--- config.mk ---
export PLATFORM = sky130hd
export DESIGN_NAME = stack_vector_seq
export DESIGN_NICKNAME = d
export VERILOG_FILES = /design/src/rtl/stack_vector_seq.sv
export SDC_FILE = /design/constraint.sdc
export NUM_CORES = 1
export LEC_CHECK = 0
export ABC_AREA = 1
export BUFFER_PORTS_ARGS = -buffer_cell sky130_fd_sc_hd__buf_4
export CAP_MARGIN = 20
export CORE_MARGIN = 10
export CORE_UTILIZATION = 30
export DETAILED_ROUTE_END_ITERATION = 12
export PLACE_DENSITY = 0.47
export RECOVER_POWER = 100
export REMOVE_ABC_BUFFERS = 1
export SYNTH_ARGS = -nofsm -noshare
export SYNTH_HDL_FRONTEND = slang
export SYNTH_SLANG_ARGS = --single-unit
--- constraint.sdc ---
create_clock -name clk -period 2.6 [get_ports clk]
set_input_delay 0.39 -clock clk [delete_from_list [all_inputs] [get_ports clk]]
set_output_delay 0.39 -clock clk [all_outputs]
set_load 0.02 [all_outputs]
--- src/rtl/stack_vector_seq.sv ---
module stack_vector_seq #(
  parameter logic [7:0]  SP_INIT = 8'hFF,
  parameter logic [7:0]  ST_INIT = 8'h04,
  parameter logic [15:0] PC_INIT = 16'h0000,
  parameter int          STEP_W  = 3
) (
  input  logic        clk,
  input  logic        rst_n,
  input  logic        req_valid,
  input  logic [2:0]  req_op,
  input  logic [15:0] req_pc,
  input  logic [15:0] req_target,
  output logic [15:0] mem_addr,
  output logic [7:0]  mem_wdata,
  output logic        mem_rd,
  output logic        mem_wr,
  input  logic [7:0]  mem_rdata,
  output logic [15:0] pc_out,
  output logic [7:0]  sp_out,
  output logic [7:0]  status_out,
  output logic        busy,
  output logic        done
);

  localparam logic [2:0]  OP_CALL = 3'd0;
  localparam logic [2:0]  OP_RET  = 3'd1;
  localparam logic [2:0]  OP_BRK  = 3'd2;
  localparam logic [2:0]  OP_RTI  = 3'd3;
  localparam logic [2:0]  OP_NMI  = 3'd4;
  localparam int          BRK_BIT = 4;
  localparam int          IRQ_BIT = 2;
  localparam logic [7:0]  BRK_MASK   = 8'(1 << BRK_BIT);
  localparam logic [7:0]  STACK_PAGE = 8'h01;
  localparam logic [15:0] VEC_BRK    = 16'hFFFE;
  localparam logic [15:0] VEC_NMI    = 16'hFFFA;

  typedef enum logic [2:0] {
    K_WHI, K_WLO, K_WST, K_RST, K_RLO, K_RHI, K_VLO, K_VHI
  } kind_e;

  logic              busy_q, done_q;
  logic [2:0]        op_q;
  logic [STEP_W-1:0] step_q;
  logic [15:0]       ret_q, tgt_q, pc_q;
  logic [7:0]        sp_q, st_q, lo_q;
  kind_e             kind;
  logic              last;

  always_comb begin
    kind = K_WHI;
    last = 1'b0;
    case (op_q)
      OP_CALL: begin
        kind = (step_q == '0) ? K_WHI : K_WLO;
        last = (step_q == STEP_W'(1));
      end
      OP_RET: begin
        kind = (step_q == '0) ? K_RLO : K_RHI;
        last = (step_q == STEP_W'(1));
      end
      OP_RTI: begin
        case (step_q)
          STEP_W'(0): kind = K_RST;
          STEP_W'(1): kind = K_RLO;
          default:    kind = K_RHI;
        endcase
        last = (step_q == STEP_W'(2));
      end
      default: begin
        case (step_q)
          STEP_W'(0): kind = K_WHI;
          STEP_W'(1): kind = K_WLO;
          STEP_W'(2): kind = K_WST;
          STEP_W'(3): kind = K_VLO;
          default:    kind = K_VHI;
        endcase
        last = (step_q == STEP_W'(4));
      end
    endcase
  end

  wire        is_push  = (kind == K_WHI) || (kind == K_WLO) || (kind == K_WST);
  wire        is_vec   = (kind == K_VLO) || (kind == K_VHI);
  wire [7:0]  sp_pop   = sp_q + 8'd1;
  wire [15:0] vec_base = (op_q == OP_NMI) ? VEC_NMI : VEC_BRK;
  wire [7:0]  st_push  = (op_q == OP_NMI) ? (st_q & ~BRK_MASK) : (st_q | BRK_MASK);
  wire        accept   = req_valid && !busy_q && (req_op <= OP_NMI);

  assign mem_addr = is_vec ? (vec_base | {15'd0, kind == K_VHI})
                           : {STACK_PAGE, is_push ? sp_q : sp_pop};
  assign mem_wdata = (kind == K_WHI) ? ret_q[15:8] :
                     (kind == K_WLO) ? ret_q[7:0]  :
                     (kind == K_WST) ? st_push     : 8'h00;
  assign mem_wr     = busy_q && is_push;
  assign mem_rd     = busy_q && !is_push;
  assign pc_out     = pc_q;
  assign sp_out     = sp_q;
  assign status_out = st_q;
  assign busy       = busy_q;
  assign done       = done_q;

  always_ff @(posedge clk) begin
    if (!rst_n) begin
      busy_q <= 1'b0;
      done_q <= 1'b0;
      op_q   <= OP_CALL;
      step_q <= '0;
      ret_q  <= '0;
      tgt_q  <= '0;
      lo_q   <= '0;
      pc_q   <= PC_INIT;
      sp_q   <= SP_INIT;
      st_q   <= ST_INIT;
    end else begin
      done_q <= busy_q && last;
      if (accept) begin
        busy_q <= 1'b1;
        op_q   <= req_op;
        step_q <= '0;
        ret_q  <= req_pc;
        tgt_q  <= req_target;
      end else if (busy_q) begin
        step_q <= step_q + 1'b1;
        if (last) busy_q <= 1'b0;
        if (is_push)     sp_q <= sp_q - 8'd1;
        else if (!is_vec) sp_q <= sp_pop;
        case (kind)
          K_WLO: if (op_q == OP_CALL) pc_q <= tgt_q;
          K_RST: st_q <= mem_rdata;
          K_RLO, K_VLO: lo_q <= mem_rdata;
          K_RHI: pc_q <= {mem_rdata, lo_q} + ((op_q == OP_RET) ? 16'd1 : 16'd0);
          K_VHI: begin
            pc_q <= {mem_rdata, lo_q};
            st_q[IRQ_BIT] <= 1'b1;
          end
          default: ;
        endcase
      end
    end
  end

endmodule

# == Yosys cells after proc, flatten, opt, wreduce, memory -nomap -nowiden ==
# Cells that the tools add are included.
# word_totals
register_bits,80
out_inout_bits,60
word_cells,80
# op_classes
addsub,4
magnitude_cmp,1
eq_ne,16
mux,22
n_bitwise,3
n_reduce_logical,23
# ops
cell,count
$mux 8,6
$pmux 16 s3,1
$mux 16,2
$eq 3x3->1 const B,6
$add 16x1->16,1
$or 16x1->16,1
$eq 3x2->1 const B,5
$pmux 3 s4,1
$reduce_and 3->1,4
$eq 3x1->1 const B,3
$logic_not 3->1,3
$pmux 3 s3,1
$add 8x1->8 const B,1
$sub 8x1->8 const B,1
$mux 1,6
$pmux 3 s2,1
$reduce_or 2->1,3
$logic_and 1x1->1,5
$mux 5,1
$pmux 1 s2,2
$reduce_and 4->1,1
$add 3x1->3 const B,1
$le 3x3->1 const B,1
$logic_or 1x1->1,3
other kinds (7),9

# == Longest topological paths before layout ==
# Gate-level depths: netlist of run 1.
# depth
ltp_word,8
mapped_depth,16
mapped_depth_nobuf,16

# == Worst setup path after synthesis of run 1 ==
# Ideal clock, no wire load.
# synth_path
path_kind,reg2out
from,register step_q[0]
to,output mem_addr[0]
t_arrival_ps,2066
t_required_ps,2210
setup_slack_ps,144
stages_incl_launch_ff,15
cell_sequence,dfxtp_1 -> ha_1 -> ha_1 -> a21oi_1 -> nand2_1 -> nand2_1 -> nand2_1 -> nand2_2 -> buf_6 -> nand2_2 -> nand2_2 -> inv_2 -> ha_1 -> nand2_1 -> o21ai_0
# synth_via
elab_chain_cells,8
elab_cells_between_ends,20
classes_between,7 x eq/ne; 7 x mux; 1 x bitwise; 5 x reduce/logical
# synth_rtl
item,line_no,rtl
"start, declared",43,logic [STEP_W-1:0] step_q;
"start signal, assigned",123,step_q <= step_q + 1'b1;
$eq 3x2->1 (tied with other cells),70,case (step_q)
$pmux 3 s4 (tied with other cells),70,
$pmux 3 s3 (*),52,case (op_q)
$eq 3x1->1 or $logic_not 3->1 (tied branches),82,wire is_push = (kind == K_WHI) || (kind == K_WLO) || (kind == K_WST);
$logic_or 1x1->1 (2 in series),82,
$mux 8,90,": {STACK_PAGE, is_push ? sp_q : sp_pop};"
$mux 16 (*),89,"assign mem_addr = is_vec ? (vec_base | {15'd0, kind == K_VHI})"
"end, declared",13,"output logic [15:0] mem_addr,"
# Every way passes the cells marked *; elsewhere a longest branch is shown, timed or not.

# == Final worst setup path of run 1 ==
# layout_path
from,register step_q[0]
to,output mem_wdata[2]
# layout_via
elab_chain_cells,7
elab_cells_between_ends,15
classes_between,5 x eq/ne; 8 x mux; 2 x reduce/logical
# layout_rtl
item,line_no,rtl
$eq 3x2->1 (tied with other cells),70,
$pmux 3 s4 (tied with other cells),70,
$pmux 3 s3 (*),52,
$eq 3x2->1,93,(kind == K_WST) ? st_push : 8'h00;
$mux 8,93,
$mux 8,92,(kind == K_WLO) ? ret_q[7:0] :
$mux 8 (*),91,assign mem_wdata = (kind == K_WHI) ? ret_q[15:8] :
"end, declared",14,"output logic [7:0] mem_wdata,"
# Marks and branches as above.

==> summary.md, run 1 <==
| Metric | Value |
|---|---|
| Core area | 15100 um^2 |
| Worst path most repeated cell | nand2_2 |
| Vias/cell | 4.81 |
| Routed Antenna Nets | 0 |
| Die X | 144 um |
| Fin crit period | 2630 ps |
| Clock tree sinks | 80 |
| FF-to-FF setup slack | 250 ps |
| Final setup fails | 9 |
| Share of cells above drive strength 1 | 0.219 |
| Lkg Pwr | 2.86 nW |
| CP endpoint kind | output pin |
| Worst endpoint data arrival time | 2240 ps |
| Sw Share | 0.354 |
| Final hold violation count | 0 |
| Synth Cell Area | 4620 um^2 |
| Buf+Inv Stages, Crit Path | 5 |
| Reg power frac | 0.359 |
| CTS tree | done |
| Number of cells produced by synthesis | 713 |
| Failing checks | negative setup slack |
| Area growth, synth to finish | 33.4% |
| Drt initial violations | 247 |
| First-pass GRT wire length | 24600 um |
| Syn. warnings | 0 |
| GP Congestion | 0.822 |
| First-pass DRT Iterations | 6 |
| P_sw | 1.36 mW |
| Clock buffer depth | 2 |
| Distinct cells, synth | 31 |
| IO Pins | 106 |
| RSZ-0062 raised after global routing | true |
| Crit start category | flop |
| Crit-path leading delay family | buffers and inverters |
| Total power | 3.84 mW |
| CTS Buf Count | 9 |
| DRC viols | 0 |
| Root Buffer | clkbuf_16 |
| Largest net degree at the start of global routing | 40 |
| Combinational share of power | 0.338 |
| Initial antenna violation count | 0 |
| Number of global-route vias before repair | 4793 |
| Fin util | 0.407 |
| Crit-path cells | buf_4, ha_4, nand2_2, nand2_2, nand3_2, nand2_2, inv_2, buf_8, nand3_1, buf_6, o221ai_1, buf_4 |
| CTS HTree Levels | 3 |
| Routed WL | 15400 um |
| Vert. Die Dim | 144 um |
| Hold crit path type | input port to flop |
| Gr ovfl total | 0 |
| Final period utilization | 1.01 |
| GRT Total Usage | 0.148 |
| DR vias | 4885 |
| Initial Utilization | 0.305 |
| Final antenna diode count | 0 |
| Port Buffers | 104 |
| Post-DP HPWL | 11000 um |
| Fin worst setup slack | -34.8 ps |
| Status | finished with violations |
| Measured slew at the worst slew-check pin | 633 ps |
| Routed len/inst | 15.1 um |
| Setup Skew | 8.76 ps |
| # nets final | 881 |
| Clock Power Share | 0.303 |
| Slew Limit Fails | 0 |
| Mean Syn Cell Area | 6.48 um^2 |
| CP required | 2210 ps |
| WS Path Type | flop to output pin |
| Max transition margin | 0.578 |
| Crit-path max cell delay | 370 ps |
| PwrDens | 624 nW/um^2 |
| Clk_lat worst skew | 340 ps |
| Die footprint | 20800 um^2 |
| Crit-path max FO | 8 |
| Peak Freq | 380 MHz |
| Critical path's slowest cell | dfxtp_4 |
| Sequential area share after synthesis | 0.347 |
| Cell Rows | 45 |
| Number of max-cap violations | 0 |
| Internal | 2.48 mW |
| #FFs+latches synth | 80 |
| Clock Pin Slew Worst Setup and Hold Paths | 60 ps |
| Maximum VDD drop | 0.315 mV |
==> state kept, by name, indices dropped and copies added, names as in the netlist, 3 cells and up <==
signal      cells
lo_q            8
pc_out         16
tgt_q          16
step_q          3
sp_out          8
ret_q          16
op_q            3
status_out      8
==> per-layer routing <==
| metal | vias up | routed length [um] | global-route usage |
|---|---|---|---|
| met3 | 17 | 1030 | 0.0453 |
| met4 | 0 | 231 | 0.0484 |
| met5 | - | 0 | 0 |
| met2 | 126 | 6880 | 0.232 |
| met1 | 2228 | 7240 | 0.188 |
| li1 | 2514 | - | - |
==> cell families after synthesis <==
logic type	share of synthesized area
adder cells (fa/ha/maj)	0.0271
other	0.000812
AND/OR/NAND/NOR	0.338
flip-flops	0.347
AO/OA/AOI/OAI	0.126
XOR/XNOR	0.0322
buffers and inverters	0.129
==> stage by stage <==
stage / cell area [um^2] / setup TNS (ps) / worst slack [ps] / instances / hold WS (ps)
after CTS: 6090 / -547 / -56.4 / 1008 / 298
after global placement: 5570 / 0 / 108 / 984 / 439
after detailed placement: 5570 / 0 / 38.4 / 984 / 442
after floorplan: 4400 / -2880 / -676 / 674 / 429
final: 6160 / -142 / -34.8 / 1016 / 302
after global routing: 6160 / -2070 / -158 / 1016 / 302
==> cell usage after synthesis (all sizes together) <==
library cell  count  area [um^2]
a21oi            36          180
a31oi             1         6.26
buf              20          143
clkbuf           19         71.3
clkinv            1         3.75
conb              1         3.75
dfxtp            80         1600
ha               10          125
inv             101          379
nand2           171          659
nand3            80          405
nand3b            1         7.51
nand4            22          138
nor2             74          295
nor3              7         35.0
o211ai            4         30.0
o21ai            52          264
o221ai            8         70.1
o22ai             5         31.3
or2               3         18.8
xnor2             4         35.0
xor2             13          114
==> path summary, 6_finish.rpt <==
path             start  cells after the start           end
max          step_q[0]                     12  mem_wdata[2]
min reg2reg  ret_q[12]                      2     ret_q[12]
max reg2reg    op_q[0]                     16    pc_out[10]
min          req_pc[3]                      3      ret_q[3]
==> final cells by class <==
class / instances / area, um^2
clock buffers: 10 / 239
clock inverters: 4 / 22.5
fillers: 1624 / 8990
inverters: 102 / 399
multi-input cells: 492 / 2640
flip-flops and latches: 80 / 1610
well taps: 188 / 235
repair buffers: 140 / 1020
==> worst min-delay path, stage by stage <==
cell and delay, ps:
buf_4 70, inv_1 20, o21ai_0 120
==> what timing repair did <==
action | in CTS | in global routing
endpoints found under the hold margin | 0 | 0
gates cloned | 1 | 1
pin swaps | 6 | 11
buffers inserted | 9 | 7
hold buffers | 0 | 0
setup endpoints to repair | 25 | 27
resized for setup | 46 | 34
==> cells in the final DEF, fill, tap and decap left out, drive strengths merged <==
cell type / count
conb: 1
ha: 10
nand2: 171
nand4: 22
nor3: 7
a31oi: 1
or2: 3
clkinv: 4
o211ai: 4
o221ai: 8
dfxtp: 80
inv: 100
nor2: 74
clkinvlp: 2
nand3: 80
xnor2: 4
nand3b: 1
xor2: 13
o21ai: 52
o22ai: 5
a21oi: 36
buf: 104
clkbuf: 46
==> power by group through the flow <==
stage | combinational (mW) | clock, mW | sequential (mW)
detailed placement | 1.12 | 0 | 1.40
global placement | 1.12 | 0 | 1.40
global route | 1.43 | 1.25 | 1.39
finish | 1.30 | 1.16 | 1.38
CTS | 1.23 | 1.20 | 1.38
floorplan | 0.597 | 0 | 1.43
Note: power is estimated with default switching activity, not from simulation.
==> run 2, diff against run 1 <==
==> constraint.sdc (replaced) <==
create_clock -name clk -period 2.6 [get_ports clk]
set_input_delay 0.13 -clock clk [delete_from_list [all_inputs] [get_ports clk]]
set_output_delay 0.13 -clock clk [all_outputs]
set_load 0.02 [all_outputs]
==> summary.md, run 2 (same netlist as run 1, synthesis figures left out) <==
| Metric | Value |
|---|---|
| Max transition margin | 0.522 |
| # nets final | 868 |
| Routed len/inst | 14.9 um |
| GP Congestion | 0.807 |
| DRC viols | 0 |
| Port Buffers | 104 |
| CTS tree | done |
| PwrDens | 662 nW/um^2 |
| Slew Limit Fails | 0 |
| First-pass DRT Iterations | 4 |
| Number of global-route vias before repair | 4884 |
| Reg power frac | 0.349 |
| # hold bufs at CTS | 0 |
| First-pass GRT wire length | 24600 um |
| Gr ovfl total | 0 |
| P_sw | 1.33 mW |
| Worst endpoint data arrival time | 2360 ps |
| Initial antenna violation count | 0 |
| Routed WL | 15000 um |
| Core area | 15100 um^2 |
| Final antenna diode count | 0 |
| Maximum VDD drop | 0.315 mV |
| Total power | 3.95 mW |
| Final std cells w/o fill | 1005 |
| Measured slew at the worst slew-check pin | 717 ps |
| Fin crit period | 2490 ps |
| RSZ-0062 raised after global routing | true |
| Sw Share | 0.337 |
| GRT Total Usage | 0.148 |
| Final period utilization | 0.957 |
| Clock tree sinks | 80 |
| Crit-path max FO | 8 |
| FILL cells | 1619 |
| Clock buffer depth | 2 |
| Status | complete, no violations |
| CP required | 2470 ps |
| Lkg Pwr | 2.79 nW |
| Root Buffer | clkbuf_16 |
| Final setup fails | 0 |
| Final instance area | 5970 um^2 |
| CTS Buf Count | 9 |
| Largest net degree at the start of global routing | 40 |
| Most frequent cells in the layout | 160 x nand2_1, 94 x inv_1, 89 x buf_4 |
| WS Path Type | flop to output pin |
| Die X | 144 um |
| Final hold slack | 35.3 ps |
| Clk_lat worst skew | 350 ps |
| Vert. Die Dim | 144 um |
| Share of cells above drive strength 1 | 0.191 |
| Cell Rows | 45 |
| Post-DP HPWL | 10900 um |
| Drt initial violations | 279 |
| CTS HTree Levels | 3 |
| DR vias | 4763 |
| Hold crit path type | input port to flop |
| Combinational share of power | 0.289 |
| Clock Pin Slew Worst Setup and Hold Paths | 60 ps |
| Crit start category | flop |
| Initial Utilization | 0.305 |
| Area growth, synth to finish | 29.3% |
| Vias/cell | 4.74 |
| Peak Freq | 402 MHz |
| Most common cell after layout, fill and taps aside | nand2_1 |
| Number of max-cap violations | 0 |
| Routed Antenna Nets | 0 |
| Die footprint | 20800 um^2 |
| Clock Power Share | 0.362 |
| Cells after DPL | 980 |
| Setup Skew | 7.58 ps |
| Internal | 2.62 mW |
| Area post-placement | 5520 um^2 |
| Final hold violation count | 0 |
| IO Pins | 106 |
| CP endpoint kind | output pin |
[run 2: changes by cell type in the layout (fill, tap and decap cells not counted), sizes merged]
cell      previous run  this run
buf                104        92
bufinv               0         2
clkinv               4         2
clkbuf              46        47
clkinvlp             2         1
inv                100       101
[run 2: worst max-delay path, cell delays in order (launching register included)]
cell and delay (ps):
dfxtp_4 370, ha_2 200, ha_4 180, a21oi_4 120, nand2_2 70, buf_4 130, nand2_1 90, nand2_4 100
nand2_4 110, inv_6 60, ha_4 250, nand2_1 60, o21ai_2 100, buf_6 150
[run 2: layout make-up]
| cell class | count | area (um^2) | area share |
|---|---|---|---|
| Clock buffer | 12 | 256 | 0.0430 |
| Tap cell | 188 | 235 | 0.0394 |
| Timing Repair Buffer | 127 | 838 | 0.140 |
| Multi-Input combinational cell | 492 | 2570 | 0.430 |
| Inverter | 102 | 392 | 0.0656 |
| Clock inverter | 4 | 73.8 | 0.0124 |
| Sequential cell | 80 | 1610 | 0.269 |
[run 2: final timing paths]
| check | slack [ps] | startpoint | to | depth (start not counted) |
|---|---|---|---|---|
| worst max-delay path | 110 | step_q[0] | mem_addr[0] | 13 |
| worst min-delay path | 40 | req_target[11] | tgt_q[11] | 3 |
| worst max register to register | 240 | step_q[0] | pc_out[10] | 14 |
| worst min register to register | 450 | ret_q[10] | ret_q[10] | 2 |
[run 2: what timing repair did]
| action | 4_1_cts | 5_1_grt |
|---|---|---|
| setup endpoints to repair | 12 | 24 |
| pin swaps | 0 | 5 |
| resized for setup | 18 | 29 |
| setup buffers | 3 | 6 |
[run 2: metrics by stage]
stage	setup TNS (ps)	setup WS [ps]	util
finish	0	111	0.394
global route	-230	-36.5	0.394
CTS	0	5.68	0.391
detailed placement	0	159	0.365
global placement	0	71.1	0.365
floorplan	-718	-416	-
[run 2: routing by layer]
| metal | track usage | vias to the layer above | share of wire |
|---|---|---|---|
| met5 | 0 | - | 0 |
| met4 | 0.0451 | 0 | 0.013 |
| met3 | 0.0476 | 9 | 0.059 |
| met2 | 0.235 | 117 | 0.45 |
| met1 | 0.187 | 2142 | 0.47 |
| li1 | - | 2495 | - |
[run 2: power groups by stage]
stage               Clock [mW]  Combinational [mW]  Sequential, mW
detailed placement           0                1.09            1.41
global route              1.52                1.29            1.39
CTS                       1.47                1.13            1.38
finish                    1.43                1.14            1.38
global placement             0                1.09            1.40
floorplan                    0               0.597            1.43
